[config.mk]
export PLATFORM = sky130hd
export DESIGN_NAME = sadc_link_ctrl
export DESIGN_NICKNAME = d
export VERILOG_FILES = /design/src/rtl/sadc_link_pkg.sv /design/src/rtl/sadc_sclk_gen.sv /design/src/rtl/sadc_bitrev.sv /design/src/rtl/sadc_shifter.sv /design/src/rtl/sadc_link_ctrl.sv
export SDC_FILE = /design/constraint.sdc
export NUM_CORES = 1
export LEC_CHECK = 0
export BUFFER_PORTS_ARGS = -buffer_cell sky130_fd_sc_hd__buf_2
export CELL_PAD_IN_SITES_DETAIL_PLACEMENT = 0
export CELL_PAD_IN_SITES_GLOBAL_PLACEMENT = 1
export CORE_MARGIN = 3
export CORE_UTILIZATION = 50
export CTS_CLUSTER_DIAMETER = 100
export DETAILED_ROUTE_END_ITERATION = 7
export GPL_TIMING_DRIVEN = 0
export PLACE_DENSITY = 0.95
export SYNTH_ARGS = -nofsm -noshare
export SYNTH_HDL_FRONTEND = slang
export SYNTH_SLANG_ARGS = --single-unit
[constraint.sdc]
create_clock -name clk -period 6.8 [get_ports clk]
set_input_delay 0.34 -clock clk [delete_from_list [all_inputs] [get_ports clk]]
set_output_delay 0.34 -clock clk [all_outputs]
set_load 0.02 [all_outputs]
[src/rtl/sadc_link_pkg.sv]
`timescale 1ns/1ps
package sadc_link_pkg;
  typedef enum logic [1:0] {
    ST_IDLE  = 2'd0,
    ST_XFER  = 2'd1,
    ST_GUARD = 2'd2
  } link_state_e;

  typedef enum logic {
    OP_WRITE = 1'b0,
    OP_READ  = 1'b1
  } link_op_e;
endpackage

[src/rtl/sadc_sclk_gen.sv]
`timescale 1ns/1ps
// Half-period timer: one tick every half_len clocks while running.
module sadc_sclk_gen #(
  parameter int DIV_W = 8
) (
  input  logic             clk,
  input  logic             rst_n,
  input  logic             run,
  input  logic             restart,
  input  logic [DIV_W-1:0] half_len,
  output logic             tick
);
  logic [DIV_W-1:0] cnt;

  assign tick = run && (cnt == half_len - 1'b1);

  always_ff @(posedge clk or negedge rst_n) begin
    if (!rst_n)                cnt <= '0;
    else if (restart || !run)  cnt <= '0;
    else if (tick)             cnt <= '0;
    else                       cnt <= cnt + 1'b1;
  end
endmodule

[src/rtl/sadc_bitrev.sv]
`timescale 1ns/1ps
module sadc_bitrev #(
  parameter int W = 8
) (
  input  logic [W-1:0] bits_in,
  output logic [W-1:0] bits_out
);
  for (genvar i = 0; i < W; i++) begin : g_swap
    assign bits_out[i] = bits_in[W-1-i];
  end
endmodule

[src/rtl/sadc_shifter.sv]
`timescale 1ns/1ps
// Outgoing byte register and incoming result register.
module sadc_shifter #(
  parameter int BYTE_W = 8,
  parameter int RX_W   = 16
) (
  input  logic              clk,
  input  logic              rst_n,
  input  logic              load,
  input  logic [BYTE_W-1:0] load_byte,
  input  logic              launch,
  input  logic              capture,
  input  logic              din,
  output logic              dout,
  output logic [RX_W-1:0]   rx_word
);
  logic [BYTE_W-1:0] tx_sr;

  assign dout = tx_sr[BYTE_W-1];

  always_ff @(posedge clk or negedge rst_n) begin
    if (!rst_n)       tx_sr <= '0;
    else if (load)    tx_sr <= load_byte;
    else if (launch)  tx_sr <= {tx_sr[BYTE_W-2:0], 1'b0};
  end

  always_ff @(posedge clk or negedge rst_n) begin
    if (!rst_n)        rx_word <= '0;
    else if (load)     rx_word <= '0;
    else if (capture)  rx_word <= {rx_word[RX_W-2:0], din};
  end
endmodule

[src/rtl/sadc_link_ctrl.sv]
`timescale 1ns/1ps
module sadc_link_ctrl
  import sadc_link_pkg::*;
#(
  parameter int DIV_W    = 8,
  parameter int CMD_W    = 6,
  parameter int BYTE_W   = 8,
  parameter int RD_BYTES = 2
) (
  input  logic                         clk,
  input  logic                         rst_n,
  input  logic [DIV_W-1:0]             half_div,
  input  logic                         rev_en,
  input  logic                         auto_rd_en,
  input  logic                         cmd_wr,
  input  logic [CMD_W-1:0]             cmd_word,
  input  logic                         cmd_rd,
  input  logic                         eoc_n,
  output logic                         busy,
  output logic                         rd_valid,
  input  logic                         rd_ready,
  output logic [BYTE_W*RD_BYTES-1:0]   rd_data,
  output logic                         sclk,
  output logic                         tfs_n,
  output logic                         rfs_n,
  output logic                         dout,
  input  logic                         din
);
  localparam int RX_W   = BYTE_W * RD_BYTES;
  localparam int PAD    = BYTE_W - CMD_W;
  localparam int HALF_W = $clog2(2 * RX_W + 1);
  localparam logic [HALF_W-1:0] WR_LAST = HALF_W'(2 * BYTE_W);
  localparam logic [HALF_W-1:0] RD_LAST = HALF_W'(2 * RX_W);

  link_state_e        state;
  link_op_e           op_q;
  logic [HALF_W-1:0]  hcnt;
  logic [DIV_W-1:0]   half_q;
  logic               eoc_q;

  logic               eoc_fall, idle_ok, go_wr, go_rd, start;
  logic               tick, in_xfer, launch, capture, at_last;
  logic [HALF_W-1:0]  last_half;
  logic [CMD_W-1:0]   cmd_rev, cmd_sel;
  logic [BYTE_W-1:0]  tx_byte;
  logic [RX_W-1:0]    rx_word, rx_rev;

  // Command acceptance with write > read > end-of-conversion priority.
  assign eoc_fall = eoc_q & ~eoc_n;
  assign idle_ok  = (state == ST_IDLE) && !rd_valid;
  assign go_wr    = idle_ok && cmd_wr;
  assign go_rd    = idle_ok && !cmd_wr && (cmd_rd || (auto_rd_en && eoc_fall));
  assign start    = go_wr || go_rd;

  sadc_bitrev #(.W(CMD_W)) u_cmd_rev (.bits_in(cmd_word), .bits_out(cmd_rev));
  assign cmd_sel = rev_en ? cmd_rev : cmd_word;
  assign tx_byte = go_wr ? (BYTE_W'(cmd_sel) << PAD) : '0;

  sadc_sclk_gen #(.DIV_W(DIV_W)) u_clkgen (
    .clk      (clk),
    .rst_n    (rst_n),
    .run      (state != ST_IDLE),
    .restart  (start),
    .half_len (half_q),
    .tick     (tick)
  );

  assign in_xfer   = (state == ST_XFER);
  assign last_half = (op_q == OP_READ) ? RD_LAST : WR_LAST;
  assign at_last   = (hcnt == last_half);
  assign launch    = tick && in_xfer && hcnt[0];
  assign capture   = tick && in_xfer && !hcnt[0] && !at_last;

  sadc_shifter #(.BYTE_W(BYTE_W), .RX_W(RX_W)) u_shift (
    .clk       (clk),
    .rst_n     (rst_n),
    .load      (start),
    .load_byte (tx_byte),
    .launch    (launch),
    .capture   (capture),
    .din       (din),
    .dout      (dout),
    .rx_word   (rx_word)
  );

  for (genvar g = 0; g < RD_BYTES; g++) begin : g_byte_rev
    sadc_bitrev #(.W(BYTE_W)) u_rev (
      .bits_in  (rx_word[g*BYTE_W +: BYTE_W]),
      .bits_out (rx_rev[g*BYTE_W +: BYTE_W])
    );
  end

  always_ff @(posedge clk or negedge rst_n) begin
    if (!rst_n) eoc_q <= 1'b1;
    else        eoc_q <= eoc_n;
  end

  always_ff @(posedge clk or negedge rst_n) begin
    if (!rst_n) begin
      state  <= ST_IDLE;
      op_q   <= OP_WRITE;
      hcnt   <= '0;
      half_q <= DIV_W'(1);
    end else begin
      case (state)
        ST_IDLE: if (start) begin
          state  <= ST_XFER;
          op_q   <= go_rd ? OP_READ : OP_WRITE;
          hcnt   <= '0;
          half_q <= (half_div == '0) ? DIV_W'(1) : half_div;
        end
        ST_XFER: if (tick) begin
          if (at_last) begin
            state <= ST_GUARD;
            hcnt  <= '0;
          end else begin
            hcnt  <= hcnt + 1'b1;
          end
        end
        ST_GUARD: if (tick) begin
          if (hcnt == HALF_W'(1)) begin
            state <= ST_IDLE;
            hcnt  <= '0;
          end else begin
            hcnt  <= hcnt + 1'b1;
          end
        end
        default: state <= ST_IDLE;
      endcase
    end
  end

  // Result stream register.
  always_ff @(posedge clk or negedge rst_n) begin
    if (!rst_n) begin
      rd_valid <= 1'b0;
      rd_data  <= '0;
    end else if (tick && in_xfer && at_last && (op_q == OP_READ)) begin
      rd_valid <= 1'b1;
      rd_data  <= rev_en ? rx_rev : rx_word;
    end else if (rd_valid && rd_ready) begin
      rd_valid <= 1'b0;
    end
  end

  assign sclk  = !(in_xfer && hcnt[0]);
  assign tfs_n = !(in_xfer && (op_q == OP_WRITE));
  assign rfs_n = !(in_xfer && (op_q == OP_READ));
  assign busy  = (state != ST_IDLE) || rd_valid;
endmodule

==> summary.md <==
| Metric | Value |
|---|---|
| Async set or reset register ratio after synthesis | `100%` |
| Multi-input combinational cell area | `1770 sq um` |
| DRT Pass-1 Iters | `4` |
| CP Class | `flip-flop to flip-flop` |
| CP Depth | `8` |
| CTS tree | `built` |
| CTS Buffer Depth | `2` |
| Fillers | `just over 500` |
| Cells after synthesis | `312` |
| # diodes | `0` |
| I/O Buffers | `44` |
| Vias per cell | `5.45` |
| Endpoints failing hold | `0` |
| Pwr per Cell Area | `321 nW/um^2` |
| Inserted Clock Buffers | `9` |
| Wire per inst | `16.0 um` |
| R2R depth | `8` |
| Register area share after synthesis | `46.3%` |
| Initial antenna violation count | `0` |
| Worst Path Buf+Inv | `2` |
| Clock power frac | `28.8%` |
| CTS sink cnt | `65` |
| Top-level I/O count | `45` |
| P_leak | `0.00190 uW` |
| Seq cells post-synth | `65` |
| WL final | `roughly 7.4 mm` |
| Routed vias | `around 2500` |
| Number of distinct library cells after synthesis | `between 40 and 50` |
| Max IR drop VDD | `188 uV` |
| Internal power | `around 840 uW` |
| Skew-Pair Late Insertion Delay | `around 350 ps` |
| Switching power total | `475 uW` |
| Largest net degree at the start of global routing | `66` |
| Avg Cell Area, Syn | `11.3 sq um` |
| Final min period | `3040 ps` |
| RSZ-0062 raised after global routing | `no` |
| Worst path cell trace | `inv_1, ha_1, xnor2_1, nor4_1, nand4_4, nor3_4, buf_8, mux2_4` |
| Register area | `1630 sq um` |
| Layout Utilization | `between 60% and 70%` |
| Setup Viol. Count Final | `0` |
| Total gr overflow | `0` |
| Grt met3 use | `3.84%` |
| Core area | `~6600 sq um` |
| Total track usage | `19.7%` |
| # resized after CTS | `0` |
| Slowest stage delay, CP | `590 ps` |
| Fmax | `0.329 GHz` |
| Initial Utilization | `53.6%` |
| Power after layout | `between 1000 and 1500 uW` |
| Antenna viol nets, final | `0` |
| Period utilization | `44.8%` |
| Sequential share of power | `around 40%` |
| Area Overhead vs Synth | `16.1%` |
| Setup Skew | `10.4 ps` |
| Worst-Margin Slew | `between 800 and 900 ps` |
| GR Util met1 | `26.0%` |
| Hold buffers post-CTS | `0` |
| Crit end category | `flip-flop` |
| Aggregate negative setup slack | `0 ps` |
| CP Launch Type | `flip-flop` |
| Fin. max-slew vios | `0` |
| Max-slew headroom | `45.4%` |
| Final Non-Filler Cells | `465` |
| Hold crit path type | `input port to async pin` |
| Most Crowded Layer GR | `met2` |
| Post-synth EDFFs | `0` |
| Die Wd | `89.9 um` |
| Vias in the first global route | `2616` |
| Synthesized area | `3520 sq um` |
| Cell Count Post-Placement | `about 450` |
| Global-route wire length before repair | `12.9 mm` |
| Most used DFF post-synth | `dfrtp_1` |
| Crit path required time | `around 7000 ps` |
| Hpwl dp | `5.19 mm` |
| Max_cap viols | `0` |
| CTS clk-pin slew, worst paths | `80 ps` |
| Status | `finished clean` |
| Crit-path max FO | `10` |
| Met2 usage | `31.8%` |
| CP max-delay cell | `dfstp_2` |
| Row Count | `29` |
| Final net count | `about 400` |
| Final RePlAce weighted congestion | `0.865` |
| Synth warnings | `0` |
| Gate power share | `31.7%` |
| Die Height | `about 90 um` |
| Post-CTS Setup Bufs | `0` |
| DRC errors left | `0` |
| Share of post-route cells with drive strength above 1 | `32.5%` |
| Crit path DAT | `approximately 3300 ps` |
| Switching Share | `around 36%` |
| CP top delay family | `simple AND/OR/NAND/NOR gates` |
| Synth Net Count | `between 300 and 400` |
| DR iter-0 viols | `a little under 200` |
| Die area | `8090 sq um` |
| CTS H-tree depth | `3` |
| Clock Root Buffer | `clkbuf_8` |
-- through the flow --
step,setup slack [ps],area (sq um),hold WS (ps)
floorplan,4110,3520,44.4
global placement,3750,3860,457
detailed placement,3740,3860,457
CTS,3730,4090,77.5
global route,3560,4090,92.0
finish,3760,4090,81.8
-- metal layers --
layer,routed length (um),vias up,share of wire [%]
li1,-,1231,-
met1,3420,1220,46
met5,0,-,0
met4,135,0,1.8
met3,370,12,5.0
met2,3520,73,47
-- cell usage after synthesis, types with 4 or more instances --
| master | count | area, sq um |
|---|---|---|
| dfrtp_1 | 63 | 1580 |
| mux2_2 | 36 | 405 |
| nand2_1 | 29 | 109 |
| mux2i_1 | 18 | 180 |
| nor2_1 | 16 | 60.1 |
| inv_1 | 15 | 56.3 |
| nand3_1 | 10 | 50.1 |
| ha_1 | 9 | 113 |
| mux2_4 | 9 | 135 |
| xnor2_1 | 8 | 70.1 |
| clkbuf_1 | 7 | 26.3 |
| o31ai_1 | 7 | 52.6 |
| nand2b_1 | 6 | 37.5 |
| xor2_1 | 6 | 52.6 |
| a21oi_1 | 4 | 20.0 |
| a2bb2oi_1 | 4 | 35.0 |
| nor3_1 | 4 | 20.0 |
| o21ai_0 | 4 | 20.0 |
-- registers in the layout, summed over array words and instances, names as in the netlist --
register	count
eoc_q	1
half_q	8
hcnt	6
op_q	1
rd_data	16
rd_valid	1
state	2
u_clkgen.cnt	8
u_shift.rx_word	16
u_shift.tx_sr	6
-- area by class of cell --
class	instances	share of cell area, %
Sequential cell	65	39.9
Timing Repair Buffer	44	5.45
Buffer	13	1.71
Inverter	15	1.38
Tap cell	93	2.85
Clock inverter	7	2.51
Multi-Input combinational cell	219	43.2
Clock buffer	9	3.03
-- power groups by stage --
stage | sequential (uW) | clock [uW] | combinational [uW]
floorplan | 509 | 0 | 316
global placement | 521 | 0 | 403
detailed placement | 524 | 0 | 416
CTS | 518 | 384 | 419
global route | 529 | 400 | 466
finish | 519 | 378 | 417
-- worst paths after layout --
kind | from | slack [ps] | to
worst max-delay path | half_q[0]$_DFFE_PN1P_ | 3760 | rd_data[5]$_DFFE_PN0P_
worst min-delay path | rst_n | 80 | half_q[5]$_DFFE_PN0P_
worst max register to register | half_q[0]$_DFFE_PN1P_ | 3760 | rd_data[5]$_DFFE_PN0P_
worst min register to register | rd_data[8]$_DFFE_PN0P_ | 510 | rd_data[8]$_DFFE_PN0P_
max in group asynchronous | rst_n | 6180 | hcnt[2]$_DFFE_PN0P_
min in group clk | eoc_n | 90 | eoc_q$_DFF_PN1_
-- placed cells by master (no fill, tap or decap), drive strengths merged, types with 8 or more instances in the layout --
master and count:
inv 17, nand3 11, dfrtp 63, clkbuf 16, xnor2 8, buf 50
nand2 29, mux2 45, ha 9, mux2i 18, nor2 16
-- cells by family after synthesis --
group	synth area share [%]
flip-flops	46.3
AND/OR/NAND/NOR	14.7
AO/OA/AOI/OAI	8.31
buffers and inverters	3.59
multiplexers	20.5
adder cells (fa/ha/maj)	3.20
XOR/XNOR	3.48
(Power assumes the default switching activity.)
